## config.mk

```make
export PLATFORM = sky130hd
export DESIGN_NAME = loop_rtr_data_mux
export DESIGN_NICKNAME = d
export VERILOG_FILES = /design/src/rtl/loop_rtr_pkg.sv /design/src/rtl/loop_rtr_data_mux.sv
export SDC_FILE = /design/constraint.sdc
export NUM_CORES = 1
export LEC_CHECK = 0
export ABC_AREA = 1
export BUFFER_PORTS_ARGS = -buffer_cell sky130_fd_sc_hd__buf_2
export CORE_ASPECT_RATIO = 1.2
export CORE_MARGIN = 5
export CORE_UTILIZATION = 35
export CTS_CLUSTER_DIAMETER = 50
export DETAILED_ROUTE_END_ITERATION = 10
export PLACE_DENSITY_LB_ADDON = 0.1
export SLEW_MARGIN = 40
export SYNTH_ARGS = -nofsm -noshare
export SYNTH_HDL_FRONTEND = slang
export SYNTH_SLANG_ARGS = --single-unit
```

## constraint.sdc

```tcl
create_clock -name clk_i -period 2.2 [get_ports clk_i]
set_clock_uncertainty 0.05 [all_clocks]
set_input_delay 0.11 -clock clk_i [delete_from_list [all_inputs] [get_ports clk_i]]
set_output_delay 0.11 -clock clk_i [all_outputs]
set_load 0.005 [all_outputs]
```

## src/rtl/loop_rtr_pkg.sv

```systemverilog
package loop_rtr_pkg;
  typedef enum logic [1:0] {
    M_NORMAL  = 2'd0,
    M_DIGITAL = 2'd1,
    M_REMOTE  = 2'd2
  } loop_mode_e;

  localparam logic [3:0] IND_NORMAL = 4'h0;
  localparam logic [3:0] IND_TEST   = 4'h8;
  localparam logic [3:0] IND_AWAKE  = 4'hB;
endpackage

```

## src/rtl/loop_rtr_data_mux.sv

```systemverilog
module loop_rtr_data_mux
  import loop_rtr_pkg::*;
#(
  parameter int B_W = 8
) (
  input  logic           clk_i,
  input  logic           rst_ni,
  input  loop_mode_e     mode_i,
  input  logic           sel_frame_i,
  input  logic           sel_b1_i,
  input  logic           sel_b2_i,
  input  logic           sel_d_i,
  input  logic           l1_b1_stb_i,
  input  logic           l1_b2_stb_i,
  input  logic           l1_d_stb_i,
  input  logic [B_W-1:0] l1_rx_b1_i,
  input  logic [B_W-1:0] l1_rx_b2_i,
  input  logic           l1_rx_d_i,
  input  logic [B_W-1:0] hdlc_tx_b1_i,
  input  logic [B_W-1:0] hdlc_tx_b2_i,
  input  logic           hdlc_tx_d_i,
  input  logic [B_W-1:0] pcm_in_b1_i,
  input  logic [B_W-1:0] pcm_in_b2_i,
  output logic           frame_o,
  output logic           b1_stb_o,
  output logic           b2_stb_o,
  output logic           d_stb_o,
  output logic [B_W-1:0] hdlc_rx_b1_o,
  output logic [B_W-1:0] hdlc_rx_b2_o,
  output logic           hdlc_rx_d_o,
  output logic [B_W-1:0] pcm_out_b1_o,
  output logic [B_W-1:0] pcm_out_b2_o,
  output logic [B_W-1:0] l1_tx_b1_o,
  output logic [B_W-1:0] l1_tx_b2_o,
  output logic           l1_tx_d_o
);
  localparam logic [B_W-1:0] B_IDLE = {B_W{1'b1}};

  logic [B_W-1:0] rx_b1_src, rx_b2_src, pcm_b1_src, pcm_b2_src;
  logic [B_W-1:0] tx_b1_src, tx_b2_src;
  logic           rx_d_src, tx_d_src;

  always_comb begin
    rx_b1_src  = l1_rx_b1_i;
    rx_b2_src  = l1_rx_b2_i;
    rx_d_src   = l1_rx_d_i;
    pcm_b1_src = l1_rx_b1_i;
    pcm_b2_src = l1_rx_b2_i;
    tx_b1_src  = hdlc_tx_b1_i;
    tx_b2_src  = hdlc_tx_b2_i;
    tx_d_src   = hdlc_tx_d_i;
    unique case (mode_i)
      M_DIGITAL: begin
        rx_b1_src  = hdlc_tx_b1_i;
        rx_b2_src  = hdlc_tx_b2_i;
        rx_d_src   = hdlc_tx_d_i;
        pcm_b1_src = pcm_in_b1_i;
        pcm_b2_src = pcm_in_b2_i;
        tx_b1_src  = B_IDLE;
        tx_b2_src  = B_IDLE;
        tx_d_src   = 1'b1;
      end
      M_REMOTE: begin
        // only B returns to the line; D keeps its normal path
        tx_b1_src = l1_rx_b1_i;
        tx_b2_src = l1_rx_b2_i;
      end
      default: ;
    endcase
  end

  always_ff @(posedge clk_i or negedge rst_ni) begin
    if (!rst_ni) begin
      frame_o      <= 1'b0;
      b1_stb_o     <= 1'b0;
      b2_stb_o     <= 1'b0;
      d_stb_o      <= 1'b0;
      hdlc_rx_b1_o <= B_IDLE;
      hdlc_rx_b2_o <= B_IDLE;
      hdlc_rx_d_o  <= 1'b1;
      pcm_out_b1_o <= B_IDLE;
      pcm_out_b2_o <= B_IDLE;
    end else begin
      frame_o  <= sel_frame_i;
      b1_stb_o <= sel_b1_i;
      b2_stb_o <= sel_b2_i;
      d_stb_o  <= sel_d_i;
      if (sel_b1_i) begin
        hdlc_rx_b1_o <= rx_b1_src;
        pcm_out_b1_o <= pcm_b1_src;
      end
      if (sel_b2_i) begin
        hdlc_rx_b2_o <= rx_b2_src;
        pcm_out_b2_o <= pcm_b2_src;
      end
      if (sel_d_i) hdlc_rx_d_o <= rx_d_src;
    end
  end

  // line transmitter always runs on line timing
  always_ff @(posedge clk_i or negedge rst_ni) begin
    if (!rst_ni) begin
      l1_tx_b1_o <= B_IDLE;
      l1_tx_b2_o <= B_IDLE;
      l1_tx_d_o  <= 1'b1;
    end else begin
      if (l1_b1_stb_i) l1_tx_b1_o <= tx_b1_src;
      if (l1_b2_stb_i) l1_tx_b2_o <= tx_b2_src;
      if (l1_d_stb_i)  l1_tx_d_o  <= tx_d_src;
    end
  end
endmodule

```

==> impl_metrics.toml <==
[drt]
viasPerCell = 4.61
vias = 2698
wl_per_cell_um = 14.2
firstDrtPassIters = 4
route.final.wire_length_um = 8290
drc = 0
drtIter0Drc = 62
drtAntennaViolNets = 0

[critical_path]
end_kind = "register"
worst_setup_path_start_kind = "register"
cp_cell_sequence = "nor2_1 -> a31oi_1 -> dlygate4sd3_1"
worst_ep_required_time_ns = 2.40
critPathArrivalTime_ns = 1.57
path_buf_inv = 1
critPathSlowestCell = "dlygate4sd3_1"
cp_slowest_stage_delay_ns = 0.56
crit_family = "buffers and inverters"
worst-path-max-fanout = 2
worstSetupPathType = "register to register"

[power]
power_density_nw_per_um2 = 682
leakage_nw = 2.04
ir_worst_vdd_uv = 273

[finish]
layout_commonest_cell = "nand2_1"
area_delta_synth_final_pct = 26.8
antenna_cells = 0
drive_above_1_share_pct = 37.5
num-nets-final = 555
fill_cells = 852
mostFrequentLayoutCells = "nand2_1 (251), buf_2 (114), dfstp_2 (50)"
final_area_um2 = 3540

[cts]
post_cts_buffers = 0
cts_tree = "done"
cts_buffer_depth = 2
clock_latency_ns = 0.30
clkTransAtPathRegs_ns = 0.10
cts.sink_count = 54
htreeDepth = 2
cts_root_buffer = "clkbuf_8"
cts_inserted_buffers = 5

[die]
die_height_um = 108
die_w_um = 91.5
rows = 35
initial_utilization_pct = 36.2
io_pins = 115
dieArea_um2 = 9860
core_um2 = 7710

[flow_run]
cap_violations = 0

[timing]
setup_tns_ns = 0
timing.final.crit_share_pct = 62.5
worstMarginPinSlew_ns = 0.642
finalSetupViolCount = 0
hold_viol_final = 0
drv_slew = 0
fin_crit_ns = 1.37
timing.fmax_mhz = 727
slew-limit-headroom_pct = 57.2
rsz0062_at_grt = "no"

[global_route]
antenna_found_initial = 0
grt_util_all_layers_pct = 16.7
grt_pass1_wl_um = 13300
grt_start_max_net_pins = 32
gr-total-overflow = 0
grt_pass1_vias = 2707

[place]
dpl.hpwl_um = 6280
place.gp.congestion = 0.838
placed_area_um2 = 3380
place.port_buffers = 114

[logic_synthesis]
synthCells = 380
yosysWarnings = 0
syn-num-nets = 443
syn_avg_cell_area_um2 = 7.34
netlist_area_um2 = 2790
ys_ff_latch = 54
yosysSeqAreaShare_pct = 50.7
yosysUniqueCellTypes = 16

[run_status]
status = "complete, no violations"

[worst_hold_path]
hold_path_class = "input pin to register"
## registers in the layout (all words and copies together), names as in the netlist, 8 cells and up
name,flops
hdlc_rx_b1_o,8
hdlc_rx_b2_o,8
l1_tx_b1_o,8
l1_tx_b2_o,8
pcm_out_b1_o,8
pcm_out_b2_o,8
## worst min-delay path, cell delays in order
cell	delay (ns)
buf_2	0.10
nand2_1	0.05
nand2_1	0.05
nand2_1	0.05
nand2_1	0.04
## metrics by stage
step	utilization, %	worst slack, ns	total power (W)	hold slack (ns)	cells
floorplan	-	1.13	0.00151	-0.236	380
global placement	43.8	0.760	0.00176	0.0888	572
detailed placement	43.8	0.723	0.00177	0.0826	572
CTS	45.9	0.827	0.00245	0.0196	585
global route	45.9	0.725	0.00256	0.0245	585
finish	45.9	0.825	0.00241	0.0338	585
## synthesized netlist by cell type (all sizes together)
master  number  area [µm²]
a31oi        1        6.26
inv         25        96.4
clkbuf       1        5.00
dfstp       50        1310
nand2      260         998
nor2         4        31.3
a21oi       16        80.1
dfrtp        4         100
buf         17         131
ha           2        25.0
## kinds of logic (layout without fill, tap and decap cells)
logic type,after synthesis,after routing,synth area share [%]
AO/OA/AOI/OAI,17,17,3.10
flip-flops,54,54,50.7
buffers and inverters,43,156,8.35
AND/OR/NAND/NOR,264,264,36.9
adder cells (fa/ha/maj),2,2,0.898
## cell type report
| type | instances | area [µm²] | area share, % |
|---|---|---|---|
| Clock buffer | 7 | 76.3 | 2.16 |
| Inverter | 25 | 96.3 | 2.72 |
| Tap cell | 92 | 115 | 3.26 |
| Timing Repair Buffer | 123 | 663 | 18.8 |
| Sequential cell | 54 | 1410 | 40.0 |
| Clock inverter | 1 | 30.0 | 0.849 |
| Multi-Input combinational cell | 283 | 1140 | 32.3 |
## timing repair
action / 4_1_cts / 5_1_grt
resized for setup: 0 / 0
hold endpoints to repair: 6 / 0
hold buffers: 5 / 0
## worst paths after layout
path | startpoint | to | slack [ns] | depth (start not counted)
min in group asynchronous | rst_ni | d_stb_o$_DFF_PN0_ | 0.27 | 2
setup reg to reg | l1_tx_d_o$_DFFE_PN1P_ | l1_tx_d_o$_DFFE_PN1P_ | 0.83 | 3
hold reg to reg | pcm_out_b1_o[2]$_DFFE_PN1P_ | pcm_out_b1_o[2]$_DFFE_PN1P_ | 0.42 | 2
setup / recovery | l1_tx_d_o$_DFFE_PN1P_ | l1_tx_d_o$_DFFE_PN1P_ | 0.83 | 3
hold / removal | pcm_in_b2_i[7] | pcm_out_b2_o[7]$_DFFE_PN1P_ | 0.03 | 5
max in group asynchronous | rst_ni | l1_tx_b2_o[4]$_DFFE_PN1P_ | 1.19 | 3
## metal layers
metal	routed length, µm	GRT usage, %	vias to the layer above
met5	0	0	-
met4	31	3.14	0
met3	592	4.83	2
met2	4160	29.2	82
met1	3500	20.3	1269
li1	-	-	1345
## power breakdown
group / total, W / switching [W] / leakage (nW) / internal (W)
clock network: 0.000663 / 0.000321 / 0.0524 / 0.000341
registers: 0.00125 / 0.0000631 / 0.571 / 0.00118
logic: 0.000502 / 0.000289 / 1.42 / 0.000213
No activity file was read; power rests on OpenSTA's default activity.
